===== src/rtl/cs_serial_tx_pkg.sv =====
package cs_serial_tx_pkg;

    // register select values on the host port
    typedef enum logic [1:0] {
        SEL_DATA = 2'd0,
        SEL_STAT = 2'd1,
        SEL_CTRL = 2'd2
    } reg_sel_e;

    // status bit positions
    localparam int ST_EMPTY = 0;
    localparam int ST_END   = 1;

    // control bit positions
    localparam int CT_EN    = 0;
    localparam int CT_EIE   = 1;
    localparam int CT_ENDIE = 2;

endpackage


===== src/rtl/cs_sclk_sync.sv =====
module cs_sclk_sync #(
    parameter int STAGES = 2
) (
    input  logic clk,
    input  logic rst_n,
    input  logic sclk_in,
    output logic fall
);
    // sh_q[0..STAGES-1] synchronize, sh_q[STAGES] holds the previous level
    logic [STAGES:0] sh_d, sh_q;

    always_comb begin
        sh_d = {sh_q[STAGES-1:0], sclk_in};
    end

    always_ff @(posedge clk or negedge rst_n) begin
        if (!rst_n) sh_q <= '1;
        else        sh_q <= sh_d;
    end

    assign fall = sh_q[STAGES] & ~sh_q[STAGES-1];
endmodule


===== src/rtl/cs_tx_regs.sv =====
module cs_tx_regs
    import cs_serial_tx_pkg::*;
#(
    parameter int DATA_W    = 8,
    parameter int GUARD_CYC = 5
) (
    input  logic              clk,
    input  logic              rst_n,
    input  logic              stop_req,
    input  logic              reg_wr,
    input  logic              reg_rd,
    input  logic [1:0]        reg_addr,
    input  logic [DATA_W-1:0] reg_wdata,
    output logic [DATA_W-1:0] reg_rdata,
    input  logic              eng_wr,
    input  logic [DATA_W-1:0] eng_data,
    input  logic              eng_dis_on_end,
    input  logic              eng_count_nz,
    input  logic              load,
    input  logic              frame_done,
    output logic [DATA_W-1:0] tx_data,
    output logic              tde,
    output logic              tend,
    output logic              txen,
    output logic              tie,
    output logic              teie,
    output logic              guard_ok
);
    localparam int GW = $clog2(GUARD_CYC + 1);
    localparam logic [GW-1:0] GUARD_MAX = GW'(GUARD_CYC);

    typedef struct packed {
        logic [DATA_W-1:0] data;
        logic              tde;
        logic              tend;
        logic              armed;
        logic              txen;
        logic              tie;
        logic              teie;
        logic [GW-1:0]     guard;
    } regs_t;

    localparam regs_t RST = '{
        data:  '0,
        tde:   1'b1,
        tend:  1'b1,
        armed: 1'b0,
        txen:  1'b0,
        tie:   1'b0,
        teie:  1'b0,
        guard: GUARD_MAX
    };

    regs_t d, q;
    logic  clr;
    logic  unused_wbits;

    assign unused_wbits = ^reg_wdata[DATA_W-1:3];

    always_comb begin
        d   = q;
        clr = 1'b0;

        if (q.guard != GUARD_MAX) d.guard = q.guard + 1'b1;

        if (reg_wr) begin
            case (reg_addr)
                SEL_DATA: begin
                    d.data  = reg_wdata;
                    d.guard = '0;
                end
                SEL_STAT: begin
                    d.armed = 1'b0;
                    if (q.armed && !reg_wdata[ST_EMPTY]) clr = 1'b1;
                end
                SEL_CTRL: begin
                    d.txen = reg_wdata[CT_EN];
                    d.tie  = reg_wdata[CT_EIE];
                    d.teie = reg_wdata[CT_ENDIE];
                end
                default: ;
            endcase
        end

        if (eng_wr) begin
            d.data  = eng_data;
            d.guard = '0;
            if (!eng_dis_on_end && eng_count_nz) clr = 1'b1;
        end

        if (reg_rd && !reg_wr && (reg_addr == SEL_STAT) && q.tde) d.armed = 1'b1;

        if (frame_done && q.tde) d.tend = 1'b1;

        if (clr) begin
            d.tde  = 1'b0;
            d.tend = 1'b0;
        end

        if (load) d.tde = 1'b1;

        if (stop_req) d = RST;
    end

    always_ff @(posedge clk or negedge rst_n) begin
        if (!rst_n) q <= RST;
        else        q <= d;
    end

    always_comb begin
        reg_rdata = '0;
        case (reg_addr)
            SEL_DATA: reg_rdata = q.data;
            SEL_STAT: begin
                reg_rdata[ST_EMPTY] = q.tde;
                reg_rdata[ST_END]   = q.tend;
            end
            SEL_CTRL: begin
                reg_rdata[CT_EN]    = q.txen;
                reg_rdata[CT_EIE]   = q.tie;
                reg_rdata[CT_ENDIE] = q.teie;
            end
            default: reg_rdata = '0;
        endcase
    end

    assign tx_data  = q.data;
    assign tde      = q.tde;
    assign tend     = q.tend;
    assign txen     = q.txen;
    assign tie      = q.tie;
    assign teie     = q.teie;
    assign guard_ok = (q.guard == GUARD_MAX);
endmodule


===== src/rtl/cs_tx_shifter.sv =====
module cs_tx_shifter #(
    parameter int DATA_W = 8
) (
    input  logic              clk,
    input  logic              rst_n,
    input  logic              stop_req,
    input  logic              fall,
    input  logic              txen,
    input  logic              tde,
    input  logic              guard_ok,
    input  logic [DATA_W-1:0] tx_data,
    output logic              load,
    output logic              frame_done,
    output logic              guard_err,
    output logic              txd
);
    localparam int CNT_W = $clog2(DATA_W + 1);
    localparam logic [CNT_W-1:0] LAST = CNT_W'(DATA_W);

    typedef struct packed {
        logic              active;
        logic [DATA_W-1:0] shreg;
        logic [CNT_W-1:0]  cnt;
        logic              txd;
    } shf_t;

    localparam shf_t RST = '{active: 1'b0, shreg: '0, cnt: '0, txd: 1'b1};

    shf_t d, q;
    logic edge_ok, first, acc;

    always_comb begin
        edge_ok    = fall && txen && q.active && !stop_req;
        first      = (q.cnt == '0);
        guard_err  = edge_ok && first && !guard_ok;
        acc        = edge_ok && !(first && !guard_ok);
        frame_done = acc && (q.cnt == LAST);
        load       = !q.active && txen && !tde && !stop_req;

        d = q;
        if (load) begin
            d.active = 1'b1;
            d.shreg  = tx_data;
            d.cnt    = '0;
        end
        if (acc) begin
            if (q.cnt == LAST) begin
                d.txd    = 1'b1;
                d.active = 1'b0;
            end else begin
                d.txd   = q.shreg[0];
                d.shreg = q.shreg >> 1;
                d.cnt   = q.cnt + 1'b1;
            end
        end
        if (!txen) begin
            d.active = 1'b0;
            d.txd    = 1'b1;
        end
        if (stop_req) d = RST;
    end

    always_ff @(posedge clk or negedge rst_n) begin
        if (!rst_n) q <= RST;
        else        q <= d;
    end

    assign txd = q.txd;
endmodule


===== src/rtl/cs_serial_tx.sv =====
module cs_serial_tx #(
    parameter int DATA_W      = 8,
    parameter int GUARD_CYC   = 5,
    parameter int SYNC_STAGES = 2
) (
    input  logic              clk,
    input  logic              rst_n,
    input  logic              stop_req,
    input  logic              reg_wr,
    input  logic              reg_rd,
    input  logic [1:0]        reg_addr,
    input  logic [DATA_W-1:0] reg_wdata,
    output logic [DATA_W-1:0] reg_rdata,
    input  logic              eng_wr,
    input  logic [DATA_W-1:0] eng_data,
    input  logic              eng_dis_on_end,
    input  logic              eng_count_nz,
    input  logic              sclk_in,
    output logic              txd,
    output logic              irq_empty,
    output logic              irq_end,
    output logic              guard_err
);
    typedef struct packed {
        logic irq_empty;
    } top_t;

    top_t d, q;

    logic              fall_w, load_w, done_w;
    logic [DATA_W-1:0] data_w;
    logic              tde_w, tend_w, txen_w, tie_w, teie_w, gok_w;

    cs_sclk_sync #(.STAGES(SYNC_STAGES)) u_sync (
        .clk     (clk),
        .rst_n   (rst_n),
        .sclk_in (sclk_in),
        .fall    (fall_w)
    );

    cs_tx_regs #(.DATA_W(DATA_W), .GUARD_CYC(GUARD_CYC)) u_regs (
        .clk            (clk),
        .rst_n          (rst_n),
        .stop_req       (stop_req),
        .reg_wr         (reg_wr),
        .reg_rd         (reg_rd),
        .reg_addr       (reg_addr),
        .reg_wdata      (reg_wdata),
        .reg_rdata      (reg_rdata),
        .eng_wr         (eng_wr),
        .eng_data       (eng_data),
        .eng_dis_on_end (eng_dis_on_end),
        .eng_count_nz   (eng_count_nz),
        .load           (load_w),
        .frame_done     (done_w),
        .tx_data        (data_w),
        .tde            (tde_w),
        .tend           (tend_w),
        .txen           (txen_w),
        .tie            (tie_w),
        .teie           (teie_w),
        .guard_ok       (gok_w)
    );

    cs_tx_shifter #(.DATA_W(DATA_W)) u_shf (
        .clk        (clk),
        .rst_n      (rst_n),
        .stop_req   (stop_req),
        .fall       (fall_w),
        .txen       (txen_w),
        .tde        (tde_w),
        .guard_ok   (gok_w),
        .tx_data    (data_w),
        .load       (load_w),
        .frame_done (done_w),
        .guard_err  (guard_err),
        .txd        (txd)
    );

    always_comb begin
        d.irq_empty = load_w && tie_w && !stop_req;
    end

    always_ff @(posedge clk or negedge rst_n) begin
        if (!rst_n) q <= '0;
        else        q <= d;
    end

    assign irq_empty = q.irq_empty;
    assign irq_end   = tend_w & teie_w;
endmodule


===== config.mk =====
export PLATFORM = sky130hd
export DESIGN_NAME = cs_serial_tx
export DESIGN_NICKNAME = d
export VERILOG_FILES = /design/src/rtl/cs_serial_tx_pkg.sv /design/src/rtl/cs_sclk_sync.sv /design/src/rtl/cs_tx_regs.sv /design/src/rtl/cs_tx_shifter.sv /design/src/rtl/cs_serial_tx.sv
export SDC_FILE = /design/constraint.sdc
export NUM_CORES = 1
export LEC_CHECK = 0
export BUFFER_PORTS_ARGS = -buffer_cell sky130_fd_sc_hd__buf_2
export CORE_ASPECT_RATIO = 1.1
export CORE_MARGIN = 1.5
export CORE_UTILIZATION = 49
export CTS_CLUSTER_SIZE = 28
export DETAILED_ROUTE_END_ITERATION = 8
export MAX_ROUTING_LAYER = met4
export PLACE_DENSITY = 0.72
export SYNTH_ARGS = -nofsm -noshare
export SYNTH_HDL_FRONTEND = slang
export SYNTH_SLANG_ARGS = --single-unit

===== constraint.sdc =====
create_clock -name clk -period 1.75 [get_ports clk]
set_input_delay 0.525 -clock clk [delete_from_list [all_inputs] [get_ports clk]]
set_output_delay 0.525 -clock clk [all_outputs]
set_load 0.01 [all_outputs]

==> results of run 1 <==
==> stage by stage <==
step	TNS [ns]	power [uW]	area [sq um]	worst slack, ns	utilization (%)
after global placement	-0.0732	1090	2250	-0.0723	61.5
after detailed placement	-0.236	1100	2250	-0.0832	61.5
after global routing	-0.279	1720	2380	-0.261	65.1
after floorplan	-0.0258	996	1900	-0.0258	-
final	-0.189	1650	2380	-0.189	65.1
after CTS	-0.200	1660	2360	-0.200	64.6
==> logic make-up (layout without fill, tap and decap cells) <==
logic type	Yosys count	in the layout
xor gates and xnor gates	1	1
AOI/OAI and AO/OA	29	29
and+or+nand+nor	58	58
adders and majority gates	4	4
DFF	35	35
muxes	31	31
buffers and inverters	15	73
==> synthesized netlist by cell type (all sizes together) (5+ instances only) <==
library cell   n  share of area [%]
nor2          26                5.2
mux2i         23                 12
inv            7                1.4
a211oi         8                3.2
dfrtp         27                 36
and2           9                3.0
buf            5                1.9
mux2           8                4.8
dfstp          8                 11
o21ai         10                2.7
==> cell type report <==
class | count | area, sq um
Fill cell | 299 | 1280
Multi-Input combinational cell | 123 | 963
Sequential cell | 35 | 886
Timing Repair Buffer | 58 | 359
Clock buffer | 7 | 76.3
Tap cell | 50 | 62.6
Inverter | 7 | 26.3
Clock inverter | 1 | 5.00
==> per-layer routing <==
layer / share of wire, % / vias to the layer above
met3: 3.8 / 4
met1: 43 / 745
met4: 0.85 / 0
li1: - / 727
met2: 52 / 39
met5: 0 / -
==> final timing paths <==
| path | start | end | slack (ns) | cells past startpoint |
|---|---|---|---|---|
| worst min register to register | u_sync.sh_q[0] | u_sync.sh_q[1] | 0.36 | 0 |
| worst max register to register | u_regs.q[0] | u_shf.q[4] | 0.09 | 6 |
| max in group asynchronous | rst_n | u_regs.tde | 1.08 | 2 |
| min in group clk | sclk_in | u_sync.sh_q[0] | 0.34 | 1 |
| worst max-delay path | u_sync.sh_q[2] | guard_err | -0.19 | 4 |
| worst min-delay path | rst_n | u_regs.tie | 0.15 | 1 |
==> power groups by stage <==
stage / logic (uW) / clock network (uW) / registers (uW)
5_1_grt: 258 / 597 / 870
3_5_place_dp: 219 / 0 / 882
6_report: 233 / 546 / 866
3_3_place_gp: 209 / 0 / 880
4_1_cts: 232 / 564 / 866
2_1_floorplan: 122 / 0 / 874
==> state kept, by name, summed over array words and instances (netlist names) <==
signal and cells:
u_shf.q 13, u_regs.tx_data 8, u_regs.q 4, u_sync.sh_q 3, irq_empty 1, u_regs.tde 1
u_regs.teie 1, u_regs.tend 1, u_regs.tie 1, u_regs.txen 1, u_shf.txd 1
==> repair_timing <==
action                                 in CTS  in global routing
setup buffers                               2                  0
endpoints found under the hold margin       0                  0
gates resized for setup                     5                  5
hold buffers                                0                  0
pin swaps                                   0                  1
setup endpoints to repair                   2                  7
==> critical path, cell delays in order (launching register included) <==
cell and delay, ns:
dfstp_2 0.51, and4bb_4 0.26, nand2_4 0.06, nor4_4 0.13, buf_2 0.17
==> run metrics, run 1 <==
run status finished with violations; failing checks setup timing; share of final-layout standard cells stronger than drive strength 1 around two fifths; most crowded layer after global routing met2; Placeable Area about 0.0037 sq mm; total setup violations reported at the end of the flow 1; number of buffers added on ports 38; category of the worst setup path capture point output pin; number of buffers between clock root and the deepest sink 2; period utilisation layout 111%; Post-Synth Adder-Cell Area under 10%; fraction of power spent switching nets around a quarter; Hold Fails Final Rpt 0; Worst Setup Path Type reg -> out; starting utilization of the core area 51.2%; synthesized-area fraction occupied by xor and xnor cells 0.468%; number of primary I/O pins 39; Diodes inserted 0; Slew headroom 71.3%; compound-cell area share of the yosys netlist a little under an eighth; Post-synth EDFFs 0; combinational family with the most area after synthesis multiplexers; met3 layer usage reported by global route ~5.1%; Cell Area, Synth around 0.0019 sq mm; first-pass iteration count of the detailed router 4; RePlAce Congestion roughly 0.8; Internal Pwr Total between 1000 and 1500 uW; critical path peak fanout 2; maximum achievable frequency between 500 and 600 MHz; Max Clock Skew between 0.006 and 0.007 ns; share of flip-flops with an asynchronous set or reset after synthesis 100%; total DRC errors in the routed layout 0; basic-gate share of the synthesized area counting and, or, nand and nor cells 16.7%; met2 track utilization from global routing a little under two fifths; main flop type after synthesis dfrtp_1; number of buffers added by the clock tree synthesis step 5; least setup slack across all paths after layout -0.189 ns; drt wl/cell between 15 and 20 um; required time of the critical path 1.22 ns; Maximum Capacitance Violations 0; nets@finish ~260; crit path launch type flop; total routed wirelength approximately 4200 um; TritonCTS clock tree built; number of global-route vias before repair ~1500; number of unique standard cell types used by synthesis 38; max-slew violation count 0; clock share of power ~33%; Total GRT Usage between 20% and 30%; final non-filler cell total approximately 280; Ys Warns 0; arrival time of the worst setup path 1.41 ns; Reg power frac between 50 and 60%; actual slew at the worst max-slew pin 0.431 ns; sw power 405 uW; classification of the worst-slack hold path in -> async; combinational cell fraction of total power between 10% and 20%; pin count of the biggest net entering global routing 27; min Tclk post-route 1.94 ns; RSZ-0062 raised after global routing true; std cell rows 23; clock latency on the worst-skew pair roughly 0.28 ns; dpl hpwl 3030 um; total via count after detailed routing 1515; commonest non-fill, non-tap cells in the layout buf_2 (37), dfrtp_1 (27), nor2_1 (25); synthesized area per cell about 11 sq um; peak supply drop just over 400 uV; H-tree Lvls 2; clk slew on worst S/H paths ~0.07 ns; power per standard cell area 692 mW/mm^2; Cells after DPL 271; Avg Vias per Cell between 5 and 6; instance count of the mapped netlist 173; Clk Tree Root Cell clkbuf_8; post-synthesis mux area share about 17%; Synth Net Count about 200; die area 0.00420 sq mm; met1 routing resource usage after global routing between 20 and 30%; drt initial violations 42; count of antenna-violating nets left after detailed routing 0; most frequent standard cell in the layout excluding fill and tap cells buf_2; Pleak approximately 0.0012 uW; clock sink count 35; total global routing overflow 0; y dimension of the die slightly below 70 um; Fin Hold WS between 0.15 and 0.2 ns; antenna violations before repair 0; synth-to-layout area growth 27.0%; share of synthesized area occupied by flip-flops and latches 47.3%; global-route wire length before repair ~7000 um; die width between 60 and 70 um; flop and latch count out of synthesis 35
Power figures use the tool's default switching activity.
==> inputs of run 2 (changes only) <==
--- a/config.mk
+++ b/config.mk
@@ -5,6 +5,7 @@
 export SDC_FILE = /design/constraint.sdc
 export NUM_CORES = 1
 export LEC_CHECK = 0
+export ABC_CLOCK_PERIOD_IN_PS = 1750
 export BUFFER_PORTS_ARGS = -buffer_cell sky130_fd_sc_hd__buf_2
 export CORE_ASPECT_RATIO = 1.1
 export CORE_MARGIN = 1.5
==> constraint.sdc (replaced) <==
create_clock -name clk -period 1.75 [get_ports clk]
set_input_delay 0.525 -clock clk [delete_from_list [all_inputs] [get_ports clk]]
set_output_delay 0.525 -clock clk [all_outputs]
set_load 0.005 [all_outputs]
==> run metrics, run 2 (synthesis results as in run 1) <==
die area 0.00420 sq mm (unchanged); global-route wire length before repair 6410 um (was 6810 um); total global routing overflow 0 (unchanged); dpl hpwl 2930 um (was 3030 um); final non-filler cell total 281 (unchanged); total routed wirelength 3990 um (was 4220 um); share of final-layout standard cells stronger than drive strength 1 40.3% (was 39.0%); synth-to-layout area growth 27.6% (was 27.0%); total DRC errors in the routed layout 0 (unchanged); required time of the critical path 1.22 ns (about the same); fraction of power spent switching nets 24.5% (was 24.6%); std cell rows 23 (unchanged); drt initial violations 52 (was 42); Power, Total 1740 uW (was 1650 uW); number of global-route vias before repair 1419 (was 1502); setup TNS -0.172 ns (was -0.189 ns); Reg power frac 49.8% (was 52.7%); critical path peak fanout 2 (unchanged); Internal Pwr Total 1320 uW (was 1240 uW); largest incremental delay on the critical path 0.52 ns (was 0.51 ns); Maximum Capacitance Violations 0 (unchanged); max-slew violation count 0 (unchanged); Avg Vias per Cell 5.25 (was 5.39); drt wl/cell 14.2 um (was 15.0 um); min Tclk post-route 1.92 ns (was 1.94 ns); slack of the worst reg-to-reg path 0.07 ns (was 0.09 ns); Bufs and invs on worst path 1 (unchanged); clk slew on worst S/H paths 0.07 ns (about the same); arrival time of the worst setup path 1.40 ns (was 1.41 ns); Diodes inserted 0 (unchanged); number of buffers added on ports 38 (unchanged); Pleak 0.00117 uW (about the same); crit path launch type flop (unchanged); Placeable Area 0.00365 sq mm (unchanged); sw power 428 uW (was 405 uW); most frequent standard cell in the layout excluding fill and tap cells buf_2 (unchanged); H-tree Lvls 2 (unchanged); clock latency on the worst-skew pair 0.30 ns (was 0.28 ns); run status finished with violations (unchanged); clock sink count 35 (unchanged); cts-stage hold buffer count 0 (unchanged); least setup slack across all paths after layout -0.172 ns (was -0.189 ns); commonest non-fill, non-tap cells in the layout buf_2 (37), dfrtp_1 (27), nor2_1 (25) (unchanged); register with the highest flop count u_shf.q (unchanged); Hold Fails Final Rpt 0 (unchanged); antenna violations before repair 0 (unchanged); maximum achievable frequency 520 MHz (was 516 MHz); pin count of the biggest net entering global routing 27 (unchanged); worst flop-to-flop path startpoint u_regs.q[0] (unchanged); period utilisation layout 110% (was 111%); r2r worst-path depth 6 (unchanged); power per standard cell area 729 mW/mm^2 (was 692 mW/mm^2); failing checks setup timing (unchanged); nets@finish 261 (unchanged); r2r endpoint u_shf.q[4] (unchanged); count of antenna-violating nets left after detailed routing 0 (unchanged); Top Family by Delay on Critical Path flip-flops (unchanged); instance area at placement 0.00224 sq mm (was 0.00225 sq mm); peak supply drop 436 uV (was 408 uV); Total GRT Usage 21.9% (was 23.1%); y dimension of the die 67.8 um (unchanged); Slowest-stage cell, CP dfstp_2 (unchanged); final design instance area without fill 0.00239 sq mm (was 0.00238 sq mm); Max Clock Skew 0.00428 ns (was 0.00657 ns); number of buffers added by the clock tree synthesis step 5 (unchanged); number of primary I/O pins 39 (unchanged); RSZ-0062 raised after global routing true (unchanged); clock share of power 37.7% (was 33.2%); combinational cell fraction of total power 12.5% (was 14.1%); category of the worst setup path capture point output pin (unchanged); die width 62.0 um (unchanged); Slew headroom 72.6% (was 71.3%); starting utilization of the core area 51.2% (unchanged); first-pass iteration count of the detailed router 4 (unchanged); actual slew at the worst max-slew pin 0.411 ns (was 0.431 ns); total setup violations reported at the end of the flow 1 (unchanged); flip-flop count of the largest register, all copies and words added 13 (unchanged); Cells after DPL 270 (was 271); total via count after detailed routing 1476 (was 1515); RePlAce Congestion 0.809 (was 0.822); Fill cells 301 (was 299); number of buffers between clock root and the deepest sink 2 (unchanged); Worst Setup Path Type reg -> out (unchanged); Clk Tree Root Cell clkbuf_8 (unchanged); sequence of cells on the critical path and4bb_4, nand2_2, nor4_2, buf_2 (was and4bb_4, nand2_4, nor4_4, buf_2); TritonCTS clock tree built (unchanged); classification of the worst-slack hold path in -> async (unchanged); utilization after layout 65.4% (was 65.1%)
-- run 2: worst reg2reg max path, delay by kind of cell (launching register included) --
kind	cells	cell delay, ns
buf+inv	1	0.14
compound gates	2	0.20
simple gates	2	0.52
fa+ha+maj	1	0.19
flops	1	0.56
-- run 2: metrics by stage --
stage	setup WS [ns]	hold slack [ns]
2_1_floorplan	0.000572	0.229
3_3_place_gp	-0.0591	0.348
3_5_place_dp	-0.0541	0.351
4_1_cts	-0.197	0.156
5_1_grt	-0.251	0.170
6_report	-0.172	0.150
-- run 2: worst max-delay path by stage --
stage	startpoint	endpoint	slack, ns	cells past startpoint
after floorplan	stop_req	guard_err	0.0006	4
after detailed placement	stop_req	guard_err	-0.05	5
after CTS	u_sync.sh_q[2]	guard_err	-0.20	4
final	u_sync.sh_q[2]	guard_err	-0.17	4
after global routing	u_sync.sh_q[2]	guard_err	-0.25	4
after global placement	stop_req	guard_err	-0.06	5
-- run 2: layout make-up --
| type | instances | area, sq um | area share, % |
|---|---|---|---|
| Multi-Input combinational cell | 123 | 947 | 39.6 |
| Sequential cell | 35 | 886 | 37.1 |
| Timing Repair Buffer | 58 | 368 | 15.4 |
| Clock buffer | 8 | 100 | 4.19 |
| Tap cell | 50 | 62.6 | 2.62 |
| Inverter | 7 | 26.3 | 1.10 |
-- run 2: power by group through the flow --
stage / Combinational, uW / Sequential, uW / Clock [uW]
after floorplan: 117 / 874 / 0
after global placement: 203 / 880 / 0
after detailed placement: 211 / 882 / 0
after CTS: 219 / 867 / 671
after global routing: 246 / 871 / 698
final: 219 / 867 / 657
-- run 2: routing by layer --
metal	GRT usage, %	share of wire (%)	routed length [um]
met3	3.97	4.5	180
met1	26.6	45	1800
met2	34.6	49	1940
met4	11.2	1.7	66
met5	-	0	0
-- run 2: repair_timing --
| item | in CTS | in global routing |
|---|---|---|
| gates resized for setup | 3 | 5 |
| endpoints found under the setup margin | 1 | 11 |
| cloned | 0 | 0 |
| buffers inserted | 1 | 2 |
| pin swaps | 0 | 1 |
